File: src/rtl/muxbus_pkg.sv
package muxbus_pkg;

  localparam int BUS_W = 8;

  // Strobes passed from the bus control to the datapath, one clock each.
  typedef struct packed {
    logic latchAddr;   // capture the sampled bus as the address
    logic writeGo;     // single write pulse for this strobe access
    logic readOn;      // read strobe is currently held low
  } ctrlStrobe_t;

endpackage

File: src/rtl/muxbus_ctrl.sv
module muxbus_ctrl
  import muxbus_pkg::*;
(
  input  logic             clk,
  input  logic             rstN,
  input  logic             ale,
  input  logic             wrN,
  input  logic             rdN,
  input  logic [BUS_W-1:0] busIn,
  output ctrlStrobe_t      strb,
  output logic [BUS_W-1:0] busS
);

  logic aleS;
  logic wrS;
  logic wrPrev;
  logic rdS;

  // Sample every bus pin once on the system clock.
  always_ff @(posedge clk) begin
    if (!rstN) begin
      aleS   <= 1'b0;
      wrS    <= 1'b1;
      wrPrev <= 1'b1;
      rdS    <= 1'b1;
      busS   <= '0;
    end else begin
      aleS   <= ale;
      wrS    <= wrN;
      wrPrev <= wrS;
      rdS    <= rdN;
      busS   <= busIn;
    end
  end

  always_comb begin
    strb.latchAddr = aleS;
    strb.writeGo   = wrPrev & ~wrS;
    strb.readOn    = ~rdS;
  end

  // A write strobe access never yields two pulses back to back.
  p_single_pulse_r3: assert property (@(posedge clk) disable iff (!rstN)
    strb.writeGo |=> !strb.writeGo);

endmodule

File: src/rtl/muxbus_dpath.sv
module muxbus_dpath
  import muxbus_pkg::*;
#(
  parameter int                 NUM_DEST   = 40,
  parameter int                 BCAST_COLS = 8,
  parameter int                 DEST_BASE  = 8,
  parameter int                 RD_BASE    = 'h70,
  parameter int                 NUM_SRC    = 7,
  parameter logic [NUM_DEST-1:0] WIDE_MASK = NUM_DEST'(8'hFF)
) (
  input  logic                           clk,
  input  logic                           rstN,
  input  ctrlStrobe_t                    strb,
  input  logic [BUS_W-1:0]               busS,
  input  logic [(NUM_SRC-1)*BUS_W-1:0]   srcWord,
  input  logic [BUS_W-1:0]               statusBits,
  output logic [NUM_DEST-1:0]            wrEn,
  output logic [BUS_W:0]                 wrData,
  output logic                           busOe,
  output logic [BUS_W-1:0]               busOut
);

  localparam int COL_DEPTH = (NUM_DEST + BCAST_COLS - 1) / BCAST_COLS;
  localparam int ADDR_LO_W = BUS_W - 1;

  logic [BUS_W-1:0]     addrQ;
  logic [ADDR_LO_W-1:0] addrLo;
  logic [NUM_DEST-1:0]  decEn;
  logic                 isBcast;
  logic                 hiBit;
  logic                 readable;
  logic [BUS_W-1:0]     muxOut;

  assign addrLo  = addrQ[ADDR_LO_W-1:0];
  assign isBcast = addrLo < ADDR_LO_W'(BCAST_COLS);

  // Per-destination decode: own address, or membership of a broadcast column.
  for (genvar d = 0; d < NUM_DEST; d++) begin : g_dec
    assign decEn[d] = (addrLo == ADDR_LO_W'(DEST_BASE + d)) ||
                      (isBcast && (addrLo == ADDR_LO_W'(d % BCAST_COLS)));
  end

  // Bit 8 only survives when some targeted register is nine bits wide.
  assign hiBit = addrQ[BUS_W-1] & (|(decEn & WIDE_MASK));

  assign readable = (addrLo >= ADDR_LO_W'(RD_BASE)) &&
                    (addrLo <  ADDR_LO_W'(RD_BASE + NUM_SRC));

  always_comb begin
    muxOut = '0;
    for (int s = 0; s < NUM_SRC - 1; s++) begin
      if (addrLo == ADDR_LO_W'(RD_BASE + s)) muxOut = srcWord[s*BUS_W +: BUS_W];
    end
    if (addrLo == ADDR_LO_W'(RD_BASE + NUM_SRC - 1)) muxOut = statusBits;
  end

  always_ff @(posedge clk) begin
    if (!rstN) begin
      addrQ  <= '0;
      wrEn   <= '0;
      wrData <= '0;
      busOe  <= 1'b0;
      busOut <= '0;
    end else begin
      if (strb.latchAddr) addrQ <= busS;
      if (strb.writeGo) begin
        wrEn   <= decEn;
        wrData <= {hiBit, busS};
      end else begin
        wrEn   <= '0;
      end
      busOe  <= strb.readOn & readable;
      busOut <= (strb.readOn & readable) ? muxOut : '0;
    end
  end

  p_one_cycle_en_r3: assert property (@(posedge clk) disable iff (!rstN)
    (|wrEn) |=> !(|wrEn));

  p_col_depth_r7: assert property (@(posedge clk) disable iff (!rstN)
    $countones(wrEn) <= COL_DEPTH);

  p_narrow_bit8_r6: assert property (@(posedge clk) disable iff (!rstN)
    ((|wrEn) && ((wrEn & WIDE_MASK) == '0)) |-> !wrData[BUS_W]);

  p_quiet_bus_r11: assert property (@(posedge clk) disable iff (!rstN)
    !busOe |-> (busOut == '0));

endmodule

File: src/rtl/muxbus_regif.sv
module muxbus_regif
  import muxbus_pkg::*;
#(
  parameter int                 NUM_DEST   = 40,
  parameter int                 BCAST_COLS = 8,
  parameter int                 DEST_BASE  = 8,
  parameter int                 RD_BASE    = 'h70,
  parameter int                 NUM_SRC    = 7,
  parameter logic [NUM_DEST-1:0] WIDE_MASK = NUM_DEST'(8'hFF)
) (
  input  logic                         clk,
  input  logic                         rstN,
  input  logic                         ale,
  input  logic                         wrN,
  input  logic                         rdN,
  input  logic [BUS_W-1:0]             busIn,
  output logic [BUS_W-1:0]             busOut,
  output logic                         busOe,
  input  logic [(NUM_SRC-1)*BUS_W-1:0] srcWord,
  input  logic [BUS_W-1:0]             statusBits,
  output logic [NUM_DEST-1:0]          wrEn,
  output logic [BUS_W:0]               wrData
);

  ctrlStrobe_t      strb;
  logic [BUS_W-1:0] busS;

  muxbus_ctrl u_ctrl (
    .clk   (clk),
    .rstN  (rstN),
    .ale   (ale),
    .wrN   (wrN),
    .rdN   (rdN),
    .busIn (busIn),
    .strb  (strb),
    .busS  (busS)
  );

  muxbus_dpath #(
    .NUM_DEST   (NUM_DEST),
    .BCAST_COLS (BCAST_COLS),
    .DEST_BASE  (DEST_BASE),
    .RD_BASE    (RD_BASE),
    .NUM_SRC    (NUM_SRC),
    .WIDE_MASK  (WIDE_MASK)
  ) u_dpath (
    .clk        (clk),
    .rstN       (rstN),
    .strb       (strb),
    .busS       (busS),
    .srcWord    (srcWord),
    .statusBits (statusBits),
    .wrEn       (wrEn),
    .wrData     (wrData),
    .busOe      (busOe),
    .busOut     (busOut)
  );

endmodule

File: config.mk
export PLATFORM = sky130hd
export DESIGN_NAME = muxbus_regif
export DESIGN_NICKNAME = d
export VERILOG_FILES = /design/src/rtl/muxbus_pkg.sv /design/src/rtl/muxbus_ctrl.sv /design/src/rtl/muxbus_dpath.sv /design/src/rtl/muxbus_regif.sv
export SDC_FILE = /design/constraint.sdc
export NUM_CORES = 1
export LEC_CHECK = 0
export BUFFER_PORTS_ARGS = -buffer_cell sky130_fd_sc_hd__buf_4
export CAP_MARGIN = 20
export CORE_MARGIN = 4
export CORE_UTILIZATION = 51
export CTS_CLUSTER_SIZE = 28
export DETAILED_ROUTE_END_ITERATION = 8
export PLACE_DENSITY = 0.84
export SLEW_MARGIN = 20
export SYNTH_ARGS = -nofsm -noshare
export SYNTH_HDL_FRONTEND = slang
export SYNTH_SLANG_ARGS = --single-unit
File: constraint.sdc
create_clock -name clk -period 3.1 [get_ports clk]
set_input_delay 0.775 -clock clk [delete_from_list [all_inputs] [get_ports clk]]
set_output_delay 0.775 -clock clk [all_outputs]
set_load 0.01 [all_outputs]
==> impl_metrics.csv, run 1 <==
group,metric,value,unit
timing,slew_viol_final,0,
worst_setup_path,worstPathArrival,2.31,ns
global_routing,overflow,0,
floorplanning,dieArea,7321,um2
global_routing,grt_pass1_vias,2553,
job,maxCapViolCount,0,
routing,routedWlPerCell,15.51,um
timing,max_freq,0.4921,GHz
floorplanning,io_pins,127,
synth,ys_ff_latch,78,
place,port_buffers,126,
finish,fin_area,4172,um2
power,finalPower,1.884,mW
timing,grt_setup_unrepaired,"false",
clocking,htree_levels,3,
finish,nets,500,
clocking,clock_latency,0.35,ns
clocking,cts-resized-gates,0,
place,place_area,3993,um2
worst_setup_path,critPathKind,"reg -> reg",
power,power_density,451.6,nW/um2
synth,postSynthAreaPerCell,9.709,um2
global_routing,grt_max_degree,32,
clocking,cts-hold-fix-buffers,0,
routing,drc_errors,0,
worst_setup_path,critical_path.reg2reg.startpoint,"u_dpath.addrQ[0]",
floorplanning,initial_core_util,54.06,%
clocking,clockRootBuffer,"clkbuf_8",
finish,area_growth,35.97,%
routing,antenna_left,0,
floorplanning,rows,27,
clocking,path_clk_slew,0.08,ns
synth,syn-instance-count,316,
hold_path,hold_class,"reg -> reg",
timing,fin_crit_sh,65.56,%
global_routing,grt_first_pass_wirelength,12470,um
floorplanning,core,5675,um2
timing,fin_setup_tns,0,ns
timing,fin_hold_ws,0.4648,ns
finish,diodes,0,
place,gp_congestion,0.8639,
power,power_leakage,1.781,nW
routing,drtIter0Drc,134,
floorplanning,die_width,85.56,um
run_status,status,"finished clean",
timing,slew_headroom,43.56,%
finish,final.fill_count,422,
timing,worst_pin_slew,0.8455,ns
place,hpwl,6080,um
hold_path,min_from,"u_ctrl.busS[7]",
routing,num_vias,2636,
worst_setup_path,crit_fanout,24,
power,vdd_drop_max,0.2470,mV
timing,fin_skew,0.009537,ns
clocking,numCtsBuffers,9,
worst_setup_path,start_kind,"register",
synth,netlist-cell-type-count,40,
clocking,cts_buffer_depth,2,
global_routing,grt.total_usage,21.70,%
routing,first_pass_iters,4,
floorplanning,die_h,85.56,um
worst_setup_path,worst_ep_required_time,3.37,ns
finish,layout-drive-gt1-share,38.07,%
synth,ys_warn_count,0,
clocking,clock_sinks,78,
clocking,cts_tree,"yes",
worst_setup_path,crit_start,"u_dpath.addrQ[0]",
worst_setup_path,crit_path_end_kind,"register",
routing,drt_wl_total,7879,um
timing,setup_violations,0,
synth,synth_area,3068,um2
global_routing,antenna_found_initial,0,
timing,fin_crit,2.032,ns
finish,finalNonFillerCells,508,
synth,mappedNetlistNets,385,
clocking,cts_setup_buffers,0,
timing,hold_viol,0,
synth,ys_seq_area_share,50.90,%
routing,via_per_inst,5.189,
place,dpl.cell_count,492,
==> layout by cell type, fill, tap and decap left out, types with 3 or more instances in the layout <==
| cell | synthesis | layout |
|---|---|---|
| and2_1 | 15 | 15 |
| buf_4 | 4 | 130 |
| mux4_2 | 3 | 3 |
| a2111oi_2 | 3 | 3 |
| a211oi_1 | 6 | 6 |
| inv_6 | 0 | 3 |
| nor2_1 | 37 | 37 |
| nand2b_1 | 12 | 12 |
| o21a_1 | 3 | 3 |
| a21oi_1 | 11 | 11 |
| a21boi_0 | 12 | 12 |
| dfxtp_1 | 78 | 78 |
| o21ai_0 | 10 | 10 |
| inv_1 | 9 | 9 |
| o221ai_1 | 3 | 3 |
| nor3_1 | 6 | 6 |
| nor2b_1 | 14 | 14 |
| nand2_1 | 25 | 25 |
| mux2i_1 | 8 | 8 |
| nor3_2 | 8 | 8 |
| clkbuf_8 | 0 | 9 |
==> flip-flops by register name (all words and copies together) (netlist names) <==
register / cells
u_ctrl.aleS: 1
u_ctrl.busS: 8
u_ctrl.rdS: 1
u_ctrl.wrPrev: 1
u_ctrl.wrS: 1
u_dpath.addrQ: 8
u_dpath.busOe: 1
u_dpath.busOut: 8
u_dpath.wrData: 9
u_dpath.wrEn: 40
==> per-layer routing <==
layer / share of wire (%) / vias up / GRT usage (%)
li1: - / 1300 / -
met1: 40 / 1213 / 26.40
met2: 51 / 112 / 38.21
met3: 7.6 / 11 / 4.227
met4: 1.2 / 0 / 7.482
met5: 0 / - / 0
==> critical path, stage by stage (launching register included) <==
cell and delay [ns]:
dfxtp_1 0.88, nand2b_1 0.43, o21ai_0 0.17, a221o_1 0.36
a21oi_1 0.12
==> cell families (layout without fill, tap and decap cells) <==
kind of cell,Yosys count,after routing,synth area share [%]
AND/OR/NAND/NOR,135,135,25.29
flip-flops,78,78,50.90
AO/OA/AOI/OAI,54,54,12.60
buffers and inverters,36,156,5.832
multiplexers,11,11,4.812
XOR/XNOR,2,2,0.5711
==> synthesized netlist by cell type <==
library cell  number  share of area (%)
a2111oi_2          3                1.5
a211oi_1           6                1.5
a21boi_0          12                2.9
a21oi_1           11                1.8
a221o_1            2               0.65
a22oi_1            2               0.49
and2_1            15                3.1
and2b_1            1               0.24
and3b_1            2               0.57
and4b_2            1               0.37
buf_2             11                1.8
buf_4              4               0.98
buf_6              2               0.73
clkbuf_1           9                1.1
dfxtp_1           78                 51
inv_1              9                1.1
inv_2              1               0.12
mux2i_1            8                2.6
mux4_2             3                2.2
nand2_1           25                3.1
nand2b_1          12                2.4
nand3_1            1               0.16
nand3b_1           1               0.24
nand4b_1           2               0.57
nand4b_4           1               0.77
nand4bb_4          1               0.90
nor2_1            37                4.5
nor2b_1           14                2.9
nor3_1             6               0.98
nor3_2             8                2.6
nor3b_1            2               0.49
nor3b_2            1               0.41
nor4_1             2               0.41
o21a_1             3               0.73
o21ai_0           10                1.6
o221ai_1           3               0.86
o32ai_1            2               0.57
or2_2              1               0.20
or3_1              2               0.41
xor2_1             2               0.57
==> power by group <==
group / total (mW) / internal, mW / switching (mW)
Combinational: 0.168 / 0.100 / 0.0677
Clock: 0.677 / 0.298 / 0.379
Sequential: 1.04 / 1.02 / 0.0191
Total: 1.88 / 1.42 / 0.466
==> worst paths after layout <==
kind	to	slack [ns]	depth (start not counted)
worst max-delay path	u_dpath.busOut[4]	1.07	4
worst min-delay path	u_dpath.wrData[7]	0.46	2
worst max register to register	u_dpath.busOut[4]	1.07	4
worst min register to register	u_dpath.wrData[7]	0.46	2
==> area by class of cell <==
cell class	instances	area, um2	area share [%]
flip-flops and latches	78	1562	37.43
multi-input cells	202	1328	31.82
repair buffers	130	975.9	23.40
clock buffers	9	123.9	2.969
well taps	72	90.09	2.160
clock inverters	7	55.05	1.320
inverters	10	37.54	0.8998
==> per-stage QoR <==
stage	setup WS [ns]	util [%]
after floorplan	1.494	-
after global placement	1.116	70.35
final	1.068	73.50
after CTS	1.086	73.50
after global routing	0.8614	73.50
after detailed placement	1.059	70.35
No activity file was read; power rests on OpenSTA's default activity.
==> run 2: changes to the inputs <==
--- a/config.mk
+++ b/config.mk
@@ -8,10 +8,10 @@
 export BUFFER_PORTS_ARGS = -buffer_cell sky130_fd_sc_hd__buf_4
 export CAP_MARGIN = 20
 export CORE_MARGIN = 4
-export CORE_UTILIZATION = 51
+export CORE_UTILIZATION = 47
 export CTS_CLUSTER_SIZE = 28
 export DETAILED_ROUTE_END_ITERATION = 8
-export PLACE_DENSITY = 0.84
+export PLACE_DENSITY = 0.78
 export SLEW_MARGIN = 20
 export SYNTH_ARGS = -nofsm -noshare
 export SYNTH_HDL_FRONTEND = slang
==> constraint.sdc (replaced) <==
create_clock -name clk -period 1.95 [get_ports clk]
set_input_delay 0.4875 -clock clk [delete_from_list [all_inputs] [get_ports clk]]
set_output_delay 0.4875 -clock clk [all_outputs]
set_load 0.01 [all_outputs]
==> run 2 against run 1 <==
Net effect:
- design area grew 2.5%
- routed wire length shrank 2.8%
- via count shrank 0.57%
- power grew 73%
- sequential share of layout area shrank 0.91 points
- setup slack lost 0.73 ns
- clock power grew 98%
- final cell count grew 2.0%
- non-clock buffer count grew 5
- global-route usage shrank 1.9 points
- critical endpoint is now u_dpath.busOut[7]
- largest cell class unchanged
- largest power group unchanged
==> impl_metrics.csv, run 2 (synthesis gave the netlist of run 1 again) <==
group,metric,value,unit
timing,fin_ws,0.3406,ns
worst_setup_path,start_kind,"register",
clocking,cts_setup_buffers,0,
finish,multiInputGateArea,1328,um2
timing,grt_setup_unrepaired,"false",
floorplanning,die_h,88.80,um
floorplanning,dieArea,7885,um2
timing,slew_headroom,66.66,%
routing,drt_wl_total,7657,um
timing,fin_crit,1.609,ns
timing,hold_viol,0,
place,dp_slack,0.3803,ns
routing,routedWlPerCell,14.78,um
global_routing,grt_max_degree,31,
timing,fin_skew,0.01146,ns
floorplanning,rows,29,
timing,slew_viol_final,0,
clocking,clockRootBuffer,"clkbuf_8",
finish,fin_area,4275,um2
floorplanning,initial_core_util,48.32,%
finish,diodes,0,
power,switchingPower,0.7420,mW
worst_setup_path,worstPathArrival,1.89,ns
routing,drtIter0Drc,78,
power,clockPowerShare,40.9,%
finish,top_register,"u_dpath.wrEn",
floorplanning,core,6350,um2
power,power_leakage,1.832,nW
global_routing,overflow,0,
worst_setup_path,crit_fanout,17,
routing,num_vias,2621,
finish,area_growth,39.36,%
power,switching_share,22.73,%
global_routing,grt.total_usage,19.78,%
clocking,numCtsBuffers,9,
timing,max_freq,0.6214,GHz
finish,largest_register_ff_count,40,
clocking,cts-hold-fix-buffers,0,
finish,layout-drive-gt1-share,38.78,%
finish,finalNonFillerCells,518,
floorplanning,die_width,88.80,um
routing,via_per_inst,5.060,
job,maxCapViolCount,0,
clocking,htree_levels,3,
timing,setup_violations,0,
clocking,cts_tree,"yes",
worst_setup_path,cp_slowest_cell,"dfxtp_1",
routing,antenna_left,0,
timing,fin_hold_ws,0.3240,ns
worst_setup_path,worstPathCellList,"buf_4, nor2b_1, and2_1, o21ai_0, a21oi_1",
place,place_area,4049,um2
worst_setup_path,slowest_delay,0.45,ns
finish,final_common_cell,"buf_4",
timing,worst_pin_slew,0.4994,ns
routing,first_pass_iters,5,
place,dpl.cell_count,502,
clocking,cts_buffer_depth,2,
finish,register_area,1562,um2
timing,fin_crit_sh,82.53,%
power,finalPower,3.264,mW
power,combPwrFrac,8.6,%
finish,nets,505,
power,vdd_drop_max,0.6467,mV
finish,reg_top3,"u_dpath.wrEn: 40 flops, u_dpath.wrData: 9 flops",
routing,drc_errors,0,
worst_setup_path,crit_buf_inv,1,
place,gp_congestion,0.8573,
power,intPower,2.522,mW
power,power_density,763.6,nW/um2
worst_setup_path,crit_path_end_kind,"register",
floorplanning,io_pins,127,
run_status,status,"finished clean",
worst_setup_path,cp_top_family,"simple AND/OR/NAND/NOR gates",
finish,mostFrequentLayoutCells,"buf_4, dfxtp_1, nor2_1",
power,pwr-share-seq,50.5,%
clocking,clock_latency,0.35,ns
hold_path,hold_class,"in -> reg",
timing,fin_setup_tns,0,ns
place,port_buffers,126,
global_routing,grt_pass1_vias,2546,
clocking,clock_sinks,78,
clocking,cts-resized-gates,0,
finish,final_core_util,67.33,%
place,hpwl,5896,um
global_routing,antenna_found_initial,0,
clocking,path_clk_slew,0.08,ns
worst_setup_path,worst_ep_required_time,2.23,ns
worst_setup_path,critPathKind,"reg -> reg",
finish,final.fill_count,545,
global_routing,grt_first_pass_wirelength,11830,um
-- run 2: cell types whose count changed in the layout (fill, tap and decap cells not counted), sizes merged --
cell,delta
buf,+5
clkinvlp,-1
clkinv,-1
bufinv,+2
-- run 2: layer usage --
| layer | vias to the layer above | track usage, % | part of all wire, % |
|---|---|---|---|
| met2 | 91 | 32.32 | 48 |
| met3 | 17 | 4.749 | 8.0 |
| met1 | 1204 | 24.61 | 42 |
| met4 | 0 | 9.066 | 2.3 |
| met5 | - | 0 | 0 |
| li1 | 1309 | - | - |
-- run 2: layout make-up --
| cell class | instances | share of cell area [%] |
|---|---|---|
| clock inverters | 7 | 2.400 |
| clock buffers | 9 | 2.897 |
| well taps | 77 | 2.253 |
| flip-flops and latches | 78 | 36.52 |
| inverters | 10 | 0.8780 |
| multi-input cells | 202 | 31.05 |
| repair buffers | 135 | 24.00 |
-- run 2: worst reg2reg max path, stage by stage (launching register included) --
cell and delay [ns]:
dfxtp_1 0.45, buf_4 0.26, nor2b_1 0.38, and2_1 0.18, o21ai_0 0.08, a21oi_1 0.19
-- run 2: final timing paths --
kind / start / to / slack [ns] / cells after the start
worst max-delay path: u_dpath.addrQ[0] / u_dpath.busOut[7] / 0.34 / 5
worst min-delay path: rdN / u_ctrl.rdS / 0.32 / 2
worst max register to register: u_dpath.addrQ[0] / u_dpath.busOut[7] / 0.34 / 5
worst min register to register: u_dpath.wrData[8] / u_dpath.wrData[8] / 0.47 / 2
-- run 2: power by group through the flow --
stage          Sequential, mW  Combinational [mW]  Clock [mW]
6_report                 1.65               0.280        1.34
5_1_grt                  1.65               0.308        1.42
4_1_cts                  1.65               0.282        1.36
3_5_place_dp             1.69               0.281           0
3_3_place_gp             1.68               0.277           0
2_1_floorplan            1.68               0.138           0
==> run 3: changes to the inputs <==
--- a/config.mk
+++ b/config.mk
@@ -5,13 +5,14 @@
 export SDC_FILE = /design/constraint.sdc
 export NUM_CORES = 1
 export LEC_CHECK = 0
+export ABC_AREA = 1
 export BUFFER_PORTS_ARGS = -buffer_cell sky130_fd_sc_hd__buf_4
 export CAP_MARGIN = 20
 export CORE_MARGIN = 4
-export CORE_UTILIZATION = 47
+export CORE_UTILIZATION = 43
 export CTS_CLUSTER_SIZE = 28
 export DETAILED_ROUTE_END_ITERATION = 8
-export PLACE_DENSITY = 0.78
+export PLACE_DENSITY = 0.76
 export SLEW_MARGIN = 20
 export SYNTH_ARGS = -nofsm -noshare
 export SYNTH_HDL_FRONTEND = slang
==> constraint.sdc (replaced) <==
create_clock -name clk -period 1.4 [get_ports clk]
set_input_delay 0.35 -clock clk [delete_from_list [all_inputs] [get_ports clk]]
set_output_delay 0.35 -clock clk [all_outputs]
set_load 0.01 [all_outputs]
==> run 3 against run 2 <==
Net effect:
- maximum frequency rose by 21%
- via count rose by 16%
- power rose by 39%
- critical path type unchanged
- global-route usage rose by 0.28 points
- clock-buffer cell count rose by 1
- design area rose by 6.9%
- sequential power rose by 40%
- largest cell class unchanged
- hold slack got worse by 0.15 ns
==> impl_metrics.csv, run 3 <==
group,metric,value,unit
timing,fin_skew,0.009870,ns
worst_setup_path,crit_fanout,4,
worst_setup_path,cp_slowest_cell,"dfxtp_2",
finish,area_growth,52.46,%
routing,drtIter0Drc,122,
finish,layout-drive-gt1-share,38.93,%
floorplanning,dieArea,8371,um2
routing,num_vias,3048,
global_routing,grt_max_degree,28,
worst_setup_path,worstPathArrival,1.61,ns
clocking,numCtsBuffers,9,
routing,antenna_left,0,
timing,hold_viol,0,
clocking,htree_levels,3,
finish,reg_top3,"u_dpath.wrEn: 40 flops, u_dpath.wrData: 9 flops",
place,gp_congestion,0.8874,
synth,synth_edf_count,0,
power,power_density,992.1,nW/um2
hold_path,hold_class,"in -> reg",
finish,fin_area,4571,um2
worst_setup_path,worst_ep_required_time,1.68,ns
finish,diodes,0,
worst_setup_path,start_kind,"register",
power,finalPower,4.534,mW
synth,postSynthAreaPerCell,7.551,um2
synth,ys.flop_type,"dfxtp_1",
power,clockPowerShare,37.2,%
clocking,path_clk_slew,0.08,ns
floorplanning,io_pins,127,
synth,synth_compound_area_share,8.180,%
timing,setup_violations,0,
worst_setup_path,crit_path_end_kind,"register",
clocking,cts-hold-fix-buffers,0,
finish,largest_register_ff_count,40,
synth,synth_area,2998,um2
floorplanning,core,6794,um2
synth,yosysMostFrequentCell,"nand2_1",
power,switching_share,25.43,%
power,intPower,3.381,mW
synth,synthMuxAreaShare,0,%
finish,final_common_cell,"buf_4",
floorplanning,die_width,91.50,um
synth,synth_commonest_cells,"nand2_1, dfxtp_1, nor2_1",
finish,mostFrequentLayoutCells,"buf_4, nand2_1, dfxtp_1",
finish,nets,624,
finish,final_core_util,67.27,%
timing,slew_viol_final,0,
finish,finalNonFillerCells,656,
worst_setup_path,slowest_delay,0.34,ns
clocking,clock_sinks,78,
synth,ys_ff_latch,78,
timing,fin_crit_sh,95.04,%
floorplanning,rows,30,
synth,yosys.area.top_type,"dfxtp_1",
place,dpl.cell_count,637,
timing,fin_crit,1.331,ns
global_routing,grt.total_usage,20.06,%
synth,synth_xor_area_share,0,%
global_routing,overflow,0,
synth,netlist-cell-type-count,27,
power,power_leakage,2.219,nW
clocking,cts_buffer_depth,2,
power,combPwrFrac,11.8,%
timing,max_freq,0.7516,GHz
synth,async_reset_ff_share,0,%
worst_setup_path,worstPathCellList,"inv_2, buf_4, nand3_1, buf_4, nor2_1, nand2_1, a21oi_1",
timing,slew_headroom,74.05,%
timing,grt_setup_unrepaired,"true",
synth,synth_top_family_by_area,"simple AND/OR/NAND/NOR gates",
global_routing,antenna_found_initial,0,
power,vdd_drop_max,0.7339,mV
synth,ys_seq_area_share,52.09,%
place,place_area,4224,um2
timing,worst_pin_slew,0.3888,ns
place,port_buffers,126,
synth,synthAdderAreaFrac,0,%
clocking,clock_latency,0.35,ns
clocking,cts_tree,"yes",
place,hpwl,6520,um
routing,drc_errors,0,
synth,ys_warn_count,0,
worst_setup_path,cpMostUsedCell,"buf_4",
global_routing,grt_pass1_vias,2900,
run_status,status,"finished clean",
power,pwr-share-seq,51.0,%
finish,top_register,"u_dpath.wrEn",
floorplanning,initial_core_util,44.13,%
synth,syn-instance-count,397,
synth,synth_top_area_share,52.09,%
worst_setup_path,critPathKind,"reg -> reg",
synth,synth-simple-area-share,31.14,%
routing,routedWlPerCell,13.05,um
floorplanning,die_h,91.50,um
routing,first_pass_iters,4,
clocking,clockRootBuffer,"clkbuf_8",
synth,yosys-top-cells-area,"dfxtp_1, nand2_1, nor2_1",
routing,via_per_inst,4.646,
synth,mappedNetlistNets,466,
routing,drt_wl_total,8564,um
job,maxCapViolCount,0,
global_routing,grt_first_pass_wirelength,13500,um
power,switchingPower,1.153,mW
==> run 3: repair_timing <==
action / 4_1_cts / 5_1_grt
setup buffers: 1 / 1
pin swaps: 1 / 3
cloned: 0 / 1
setup endpoints to repair: 14 / 27
resized for setup: 4 / 31
==> run 3: cell type report <==
class	count	area [um2]
Fill cell	591	2223
Sequential cell	78	1573
Multi-Input combinational cell	255	1280
Timing Repair Buffer	155	1180
Inverter	56	221.5
Clock buffer	10	127.6
Tap cell	96	120.1
Clock inverter	6	68.82
==> run 3: power groups by stage <==
| stage | sequential (mW) | clock [mW] | combinational (mW) |
|---|---|---|---|
| after floorplan | 2.37 | 0 | 0.194 |
| after global placement | 2.36 | 0 | 0.489 |
| after detailed placement | 2.36 | 0 | 0.496 |
| after CTS | 2.31 | 1.71 | 0.502 |
| after global routing | 2.32 | 1.79 | 0.589 |
| final | 2.31 | 1.69 | 0.535 |
==> run 3: cells by family (layout without fill, tap and decap cells) <==
family,count (synthesis),after routing
buffers and inverters,65,227
AND/OR/NAND/NOR,206,207
AO/OA/AOI/OAI,48,48
flip-flops,78,78
==> run 3: final timing paths <==
path / depth (start not counted) / end / slack (ns) / startpoint
max: 7 / u_dpath.wrEn[22] / 0.07 / u_dpath.addrQ[0]
min: 3 / u_ctrl.busS[6] / 0.18 / busIn[6]
max reg2reg: 7 / u_dpath.wrEn[22] / 0.07 / u_dpath.addrQ[0]
min reg2reg: 2 / u_ctrl.wrPrev / 0.43 / u_ctrl.wrS
==> run 3: worst max-delay path: cells and delay by family, from the launching register on <==
family                 cells  cell delay, ns
AO/OA/AOI/OAI              1            0.15
buffers and inverters      3            0.39
flip-flops                 1            0.34
AND/OR/NAND/NOR            3            0.39
==> run 3: through the flow <==
stage / hold WS, ns / worst slack, ns / setup TNS [ns]
after floorplan: 0.3917 / 0.07983 / 0
after global placement: 0.4021 / -0.1208 / -0.9878
after detailed placement: 0.4205 / -0.1826 / -1.468
after CTS: 0.1758 / 0.003864 / 0
after global routing: 0.1914 / -0.03827 / -0.1367
final: 0.1772 / 0.06948 / 0
==> run 3: layer usage <==
layer	track usage (%)	wire length, um	part of all wire (%)	vias up
met5	0	0	0	-
met4	6.407	126	1.5	0
met3	3.563	540	6.3	10
met2	35.12	4468	52	93
met1	24.77	3429	40	1386
li1	-	-	-	1559
